**src/rtl/om_pkg.sv**
```systemverilog
package om_pkg;

    typedef enum logic {
        ENTRY_DATA   = 1'b0,
        ENTRY_SWITCH = 1'b1
    } entry_kind_e;

    function automatic int idx_w(input int n);
        return (n > 1) ? $clog2(n) : 1;
    endfunction

endpackage

```
**src/rtl/om_queue.sv**
```systemverilog
module om_queue #(
    parameter int DATA_W = 8,
    parameter int DEPTH  = 4
) (
    input  logic                clk,
    input  logic                rst_n,
    input  logic                push,
    input  om_pkg::entry_kind_e push_kind,
    input  logic [DATA_W-1:0]   push_data,
    input  logic                pop,
    output om_pkg::entry_kind_e head_kind,
    output logic [DATA_W-1:0]   head_data,
    output logic                full,
    output logic                empty
);
    localparam int PTR_W = (DEPTH > 1) ? $clog2(DEPTH) : 1;
    localparam int CNT_W = $clog2(DEPTH + 1);
    localparam logic [PTR_W-1:0] LAST_SLOT = PTR_W'(DEPTH - 1);
    localparam logic [CNT_W-1:0] CNT_MAX   = CNT_W'(DEPTH);

    typedef struct packed {
        logic [PTR_W-1:0] rd;
        logic [PTR_W-1:0] wr;
        logic [CNT_W-1:0] cnt;
    } qstate_t;

    qstate_t s_d, s_q;
    om_pkg::entry_kind_e kind_mem [DEPTH];
    logic [DATA_W-1:0]   data_mem [DEPTH];
    logic do_push, do_pop;

    always_comb begin
        full    = (s_q.cnt == CNT_MAX);
        empty   = (s_q.cnt == '0);
        do_push = push && !full;
        do_pop  = pop && !empty;
        s_d     = s_q;
        if (do_push) s_d.wr = (s_q.wr == LAST_SLOT) ? '0 : s_q.wr + 1'b1;
        if (do_pop)  s_d.rd = (s_q.rd == LAST_SLOT) ? '0 : s_q.rd + 1'b1;
        case ({do_push, do_pop})
            2'b10:   s_d.cnt = s_q.cnt + 1'b1;
            2'b01:   s_d.cnt = s_q.cnt - 1'b1;
            default: s_d.cnt = s_q.cnt;
        endcase
        head_kind = kind_mem[s_q.rd];
        head_data = data_mem[s_q.rd];
    end

    always_ff @(posedge clk) begin
        if (!rst_n) s_q <= '0;
        else        s_q <= s_d;
    end

    always_ff @(posedge clk) begin
        if (do_push) begin
            kind_mem[s_q.wr] <= push_kind;
            data_mem[s_q.wr] <= push_data;
        end
    end
endmodule

```
**src/rtl/om_pointer.sv**
```systemverilog
module om_pointer #(
    parameter int NUM_SRC = 3,
    parameter int SRC_W   = om_pkg::idx_w(NUM_SRC)
) (
    input  logic               clk,
    input  logic               rst_n,
    input  logic [NUM_SRC-1:0] src_empty,
    input  logic [NUM_SRC-1:0] src_is_switch,
    input  logic               sink_ready,
    output logic [SRC_W-1:0]   active,
    output logic [NUM_SRC-1:0] pop_vec,
    output logic               item_valid
);
    localparam logic [SRC_W-1:0] LAST_SRC = SRC_W'(NUM_SRC - 1);

    typedef struct packed {
        logic [SRC_W-1:0] act;
    } pstate_t;

    pstate_t s_d, s_q;
    logic head_present;
    logic head_switch;

    always_comb begin
        s_d          = s_q;
        head_present = !src_empty[s_q.act];
        head_switch  = src_is_switch[s_q.act];
        item_valid   = head_present && !head_switch;
        pop_vec      = '0;
        if (head_present && sink_ready) begin
            pop_vec[s_q.act] = 1'b1;
            if (head_switch)
                s_d.act = (s_q.act == LAST_SRC) ? '0 : s_q.act + 1'b1;
        end
        active = s_q.act;
    end

    always_ff @(posedge clk) begin
        if (!rst_n) s_q <= '0;
        else        s_q <= s_d;
    end
endmodule

```
**src/rtl/ordered_merge.sv**
```systemverilog
module ordered_merge #(
    parameter int NUM_SRC = 3,
    parameter int DATA_W  = 8,
    parameter int DEPTH   = 4
) (
    input  logic                        clk,
    input  logic                        rst_n,
    input  logic [NUM_SRC-1:0]          in_push,
    input  logic [NUM_SRC-1:0]          in_switch,
    input  logic [NUM_SRC*DATA_W-1:0]   in_data,
    output logic [NUM_SRC-1:0]          q_full,
    output logic [NUM_SRC-1:0]          q_empty,
    output logic                        out_valid,
    input  logic                        out_ready,
    output logic [DATA_W-1:0]           out_data,
    output logic [om_pkg::idx_w(NUM_SRC)-1:0] cur_src
);
    localparam int SRC_W = om_pkg::idx_w(NUM_SRC);

    logic [NUM_SRC-1:0] pop_vec;
    logic [NUM_SRC-1:0] is_switch;
    logic [DATA_W-1:0]  head_data [NUM_SRC];

    for (genvar g = 0; g < NUM_SRC; g++) begin : g_src
        om_pkg::entry_kind_e wr_kind, hd_kind;
        assign wr_kind      = in_switch[g] ? om_pkg::ENTRY_SWITCH : om_pkg::ENTRY_DATA;
        assign is_switch[g] = (hd_kind == om_pkg::ENTRY_SWITCH);

        om_queue #(.DATA_W(DATA_W), .DEPTH(DEPTH)) u_queue (
            .clk       (clk),
            .rst_n     (rst_n),
            .push      (in_push[g]),
            .push_kind (wr_kind),
            .push_data (in_data[g*DATA_W +: DATA_W]),
            .pop       (pop_vec[g]),
            .head_kind (hd_kind),
            .head_data (head_data[g]),
            .full      (q_full[g]),
            .empty     (q_empty[g])
        );
    end

    om_pointer #(.NUM_SRC(NUM_SRC), .SRC_W(SRC_W)) u_pointer (
        .clk           (clk),
        .rst_n         (rst_n),
        .src_empty     (q_empty),
        .src_is_switch (is_switch),
        .sink_ready    (out_ready),
        .active        (cur_src),
        .pop_vec       (pop_vec),
        .item_valid    (out_valid)
    );

    assign out_data = head_data[cur_src];
endmodule

```
**config.mk**
```make
export PLATFORM = sky130hd
export DESIGN_NAME = ordered_merge
export DESIGN_NICKNAME = d
export VERILOG_FILES = /design/src/rtl/om_pkg.sv /design/src/rtl/om_queue.sv /design/src/rtl/om_pointer.sv /design/src/rtl/ordered_merge.sv
export SDC_FILE = /design/constraint.sdc
export NUM_CORES = 1
export LEC_CHECK = 0
export BUFFER_PORTS_ARGS = -buffer_cell sky130_fd_sc_hd__clkbuf_2
export CAP_MARGIN = 20
export CORE_UTILIZATION = 59
export DETAILED_ROUTE_END_ITERATION = 7
export GPL_TIMING_DRIVEN = 1
export PLACE_DENSITY = 0.83
export SYNTH_ARGS = -nofsm -noshare
export SYNTH_HDL_FRONTEND = slang
export SYNTH_HIERARCHICAL = 1
export SYNTH_SLANG_ARGS = --single-unit
```
**constraint.sdc**
```tcl
create_clock -name clk -period 3 [get_ports clk]
set_input_delay 0.6 -clock clk [delete_from_list [all_inputs] [get_ports clk]]
set_output_delay 0.6 -clock clk [all_outputs]
set_load 0.005 [all_outputs]
```
==> metrics.txt <==
drt first pass iters=4; Synth Flop Type=edfxtp_1; gr usage total=a little under a quarter; Clock Sinks=between 100 and 150; total gr overflow=0; Crit path arrival time=approximately 2.2 ns; Die ar.=10100 um2; Layout area overhead=15.8%; PD cells=715 nW/um2; DPL Wire Length=between 6000 and 7000 um; post-route minimum period=2.79 ns; multiplexer share of the synthesized area=between 10% and 20%; GPL Wtd Cong=about 0.77; Slew @ Worst Pin=0.697 ns; Mapped Avg Cell Area=around 16 um2; max_slew headroom=53.5%; synthesized instance count=about 350; CP Launch Type=flip-flop; drt first-iter violations=239; top cells by area, synth=edfxtp_1 56%, mux4_2 11%, dfxtp_1 10%; simple-gate share of the synthesized area=7.67%; XOR/XNOR Fraction of Synth Area=less than 1%; wire length per cell=roughly 19 um; Final Cycle Share=93.0%; skew final=~0.01 ns; Final Max Tran Viols=0; RSZ-0062 raised after global routing=false; I/O pin count=50; Slowest Stage Delay on Critical Path=roughly 0.6 ns; Die Ht=~100 um; VDD IR max=approximately 470 uV; via count=3084; Filler Cell Count=approximately 570; # diodes=0; flop and latch count out of synthesis=approximately 140; DP Worst Slack=0.236 ns; Worst setup EP type=primary output; clk_lat worst skew=~0.52 ns; worst hold-check path type=in2reg; WHS=between 0.2 and 0.3 ns; status=finished, final reports clean; ratio of cells with drive above 1 in the final layout=roughly 29%; Vias/cell=5.62; post-synth top area share=a little under three fifths; number of flops mapped to enable cells by yosys=~110; cell row count=35; Clock Tree Buf Depth=2; CTS HTree Levels=4; FMAX=between 300 and 400 MHz; Critical Path RT=approximately 2.4 ns; Residual DRC=0; Final Net Count=461; DRT Wirelength=between 10000 and 15000 um; CTS root buffer=clkbuf_8; fin util=just over 70%; # setup viols final=0; core area=9330 um2; first-pass GRT wire length=approximately 16000 um; largest family of logic cells by synthesized area=multiplexers; post-synthesis compound-gate area fraction=~3.7%; vias in the first global route=3087; largest net degree at the start of global routing=38; crit-path max FO=5; I/O Buffers=49; clock-pin slew on the worst setup and hold paths=approximately 0.060 ns; Seq/Total Area, Yosys=between 60% and 70%; initial core utilization=between 60% and 70%; critical path class=reg2out; Synth Cell Area=around 5700 um2; final hold viol count=0; area leader, netlist=edfxtp_1; Max-Cap Viols=0; Leak=around 2.4 nW; Pwr Total=between 0.004 and 0.005 W; Crit path max-delay family=multiplexers; yosys warns=6; initial antenna violation count=0; CTS tree=done; post-route ant nets=0; CTS Buf Count=17; setup TNS=0 ns; Synth cell types=37; syn_nets=403; post-route setup slack=roughly 0.21 ns; CP Cell Sequence=mux4_2, nor4_1, a221o_1, clkbuf_2; die width=between 100 and 150 um; Post-Synth Adder-Cell Area=~5%; CP bufs+invs=1; fraction of registers with async set/reset=0%; crit path max-delay cell type=mux4_2
==> path summary, 6_finish.rpt <==
kind	slack [ns]	from	endpoint	cells past startpoint
worst max-delay path	0.21	flip-flop	out_valid	4
worst min-delay path	0.30	in_data[11]	g_src[1].u_queue/data_mem[2][3]$_DFFE_PP_	1
worst max register to register	0.36	g_src[2].u_queue/s_q[1]$_SDFFE_PN0P_	g_src[2].u_queue/s_q[2]$_SDFFE_PN0P_	10
worst min register to register	0.51	g_src[0].u_queue/s_q[4]$_SDFFE_PN0P_	g_src[0].u_queue/s_q[4]$_SDFFE_PN0P_	2
==> sequential cells by signal, indices dropped and copies added (netlist names), named ones only <==
signal,flops
g_src.u_queue/s_q,21
g_src.u_queue/data_mem,96
g_src.u_queue/kind_mem,12
u_pointer/active,2
==> worst register-to-register path, cell delays in order, from the launching register on <==
cell,delay (ns)
dfxtp_1,0.43
nor3_1,0.17
nor4bb_1,0.33
o31ai_1,0.21
inv_1,0.09
ha_1,0.17
inv_1,0.06
fa_1,0.37
xor2_1,0.16
or3_1,0.33
a21boi_0,0.23
==> cells by family after synthesis <==
kind of cell,Yosys count
compound gates,30
xor+xnor,6
buf+inv,38
simple gates,76
mux,41
fa+ha+maj,21
flops,137
==> repair_timing <==
item,in CTS,in global routing
hold buffers,0,0
setup endpoints to repair,0,5
setup buffers,0,0
resized for setup,0,1
==> power by group <==
part	switching [W]	total (W)	internal, W
logic	0.000314	0.000585	0.000270
registers	0.0000782	0.00226	0.00218
clock network	0.000863	0.00192	0.00105
==> synthesized netlist by cell type (2+ instances only) <==
cell / instances
nor3_1: 3
inv_1: 22
and2_1: 18
nor2_1: 7
nand3_1: 6
edfxtp_1: 108
nand2_1: 23
o31ai_1: 3
nor3b_2: 3
mux2i_1: 14
o21ai_0: 12
nor2b_1: 3
mux4_2: 27
or3_1: 3
nor4bb_1: 2
xor2_1: 3
xnor2_1: 3
clkbuf_1: 6
o2bb2ai_1: 8
dfxtp_1: 29
buf_6: 4
ha_1: 18
a21boi_0: 3
buf_2: 6
fa_1: 3
==> metal layers <==
layer | track usage (%) | up-vias | wire (um)
li1 | - | 1454 | -
met1 | 27.6 | 1541 | 4230
met2 | 38.6 | 75 | 5420
met3 | 4.79 | 14 | 419
met4 | 10.4 | 0 | 154
met5 | 0 | - | 0
==> stage by stage <==
step           instance area (um2)  cells
3_3_place_gp                  6100    517
4_1_cts                       6650    549
2_1_floorplan                 5740    349
3_5_place_dp                  6100    517
5_1_grt                       6650    549
6_report                      6650    549
==> placed cells by master, fill, tap and decap left out, types with 4 or more instances in the layout <==
cell,netlist,final
edfxtp_1,108,108
clkbuf_2,0,49
dfxtp_1,29,28
mux4_2,27,27
nand2_1,23,23
inv_1,22,22
and2_1,18,18
ha_1,18,18
clkbuf_16,0,16
mux2i_1,14,14
o21ai_0,12,12
o2bb2ai_1,8,8
nor2_1,7,7
nand3_1,6,6
buf_4,0,6
inv_8,0,4
inv_6,0,4
==> final cells by class <==
cell class / instances / area, um2 / share of cell area (%)
well taps: 129 / 161 / 2.43
clock buffers: 17 / 414 / 6.23
clock inverters: 15 / 139 / 2.09
repair buffers: 55 / 290 / 4.36
inverters: 22 / 82.6 / 1.24
flip-flops and latches: 137 / 3820 / 57.5
multi-input cells: 174 / 1740 / 26.2
Note: power is estimated with default switching activity, not from simulation.
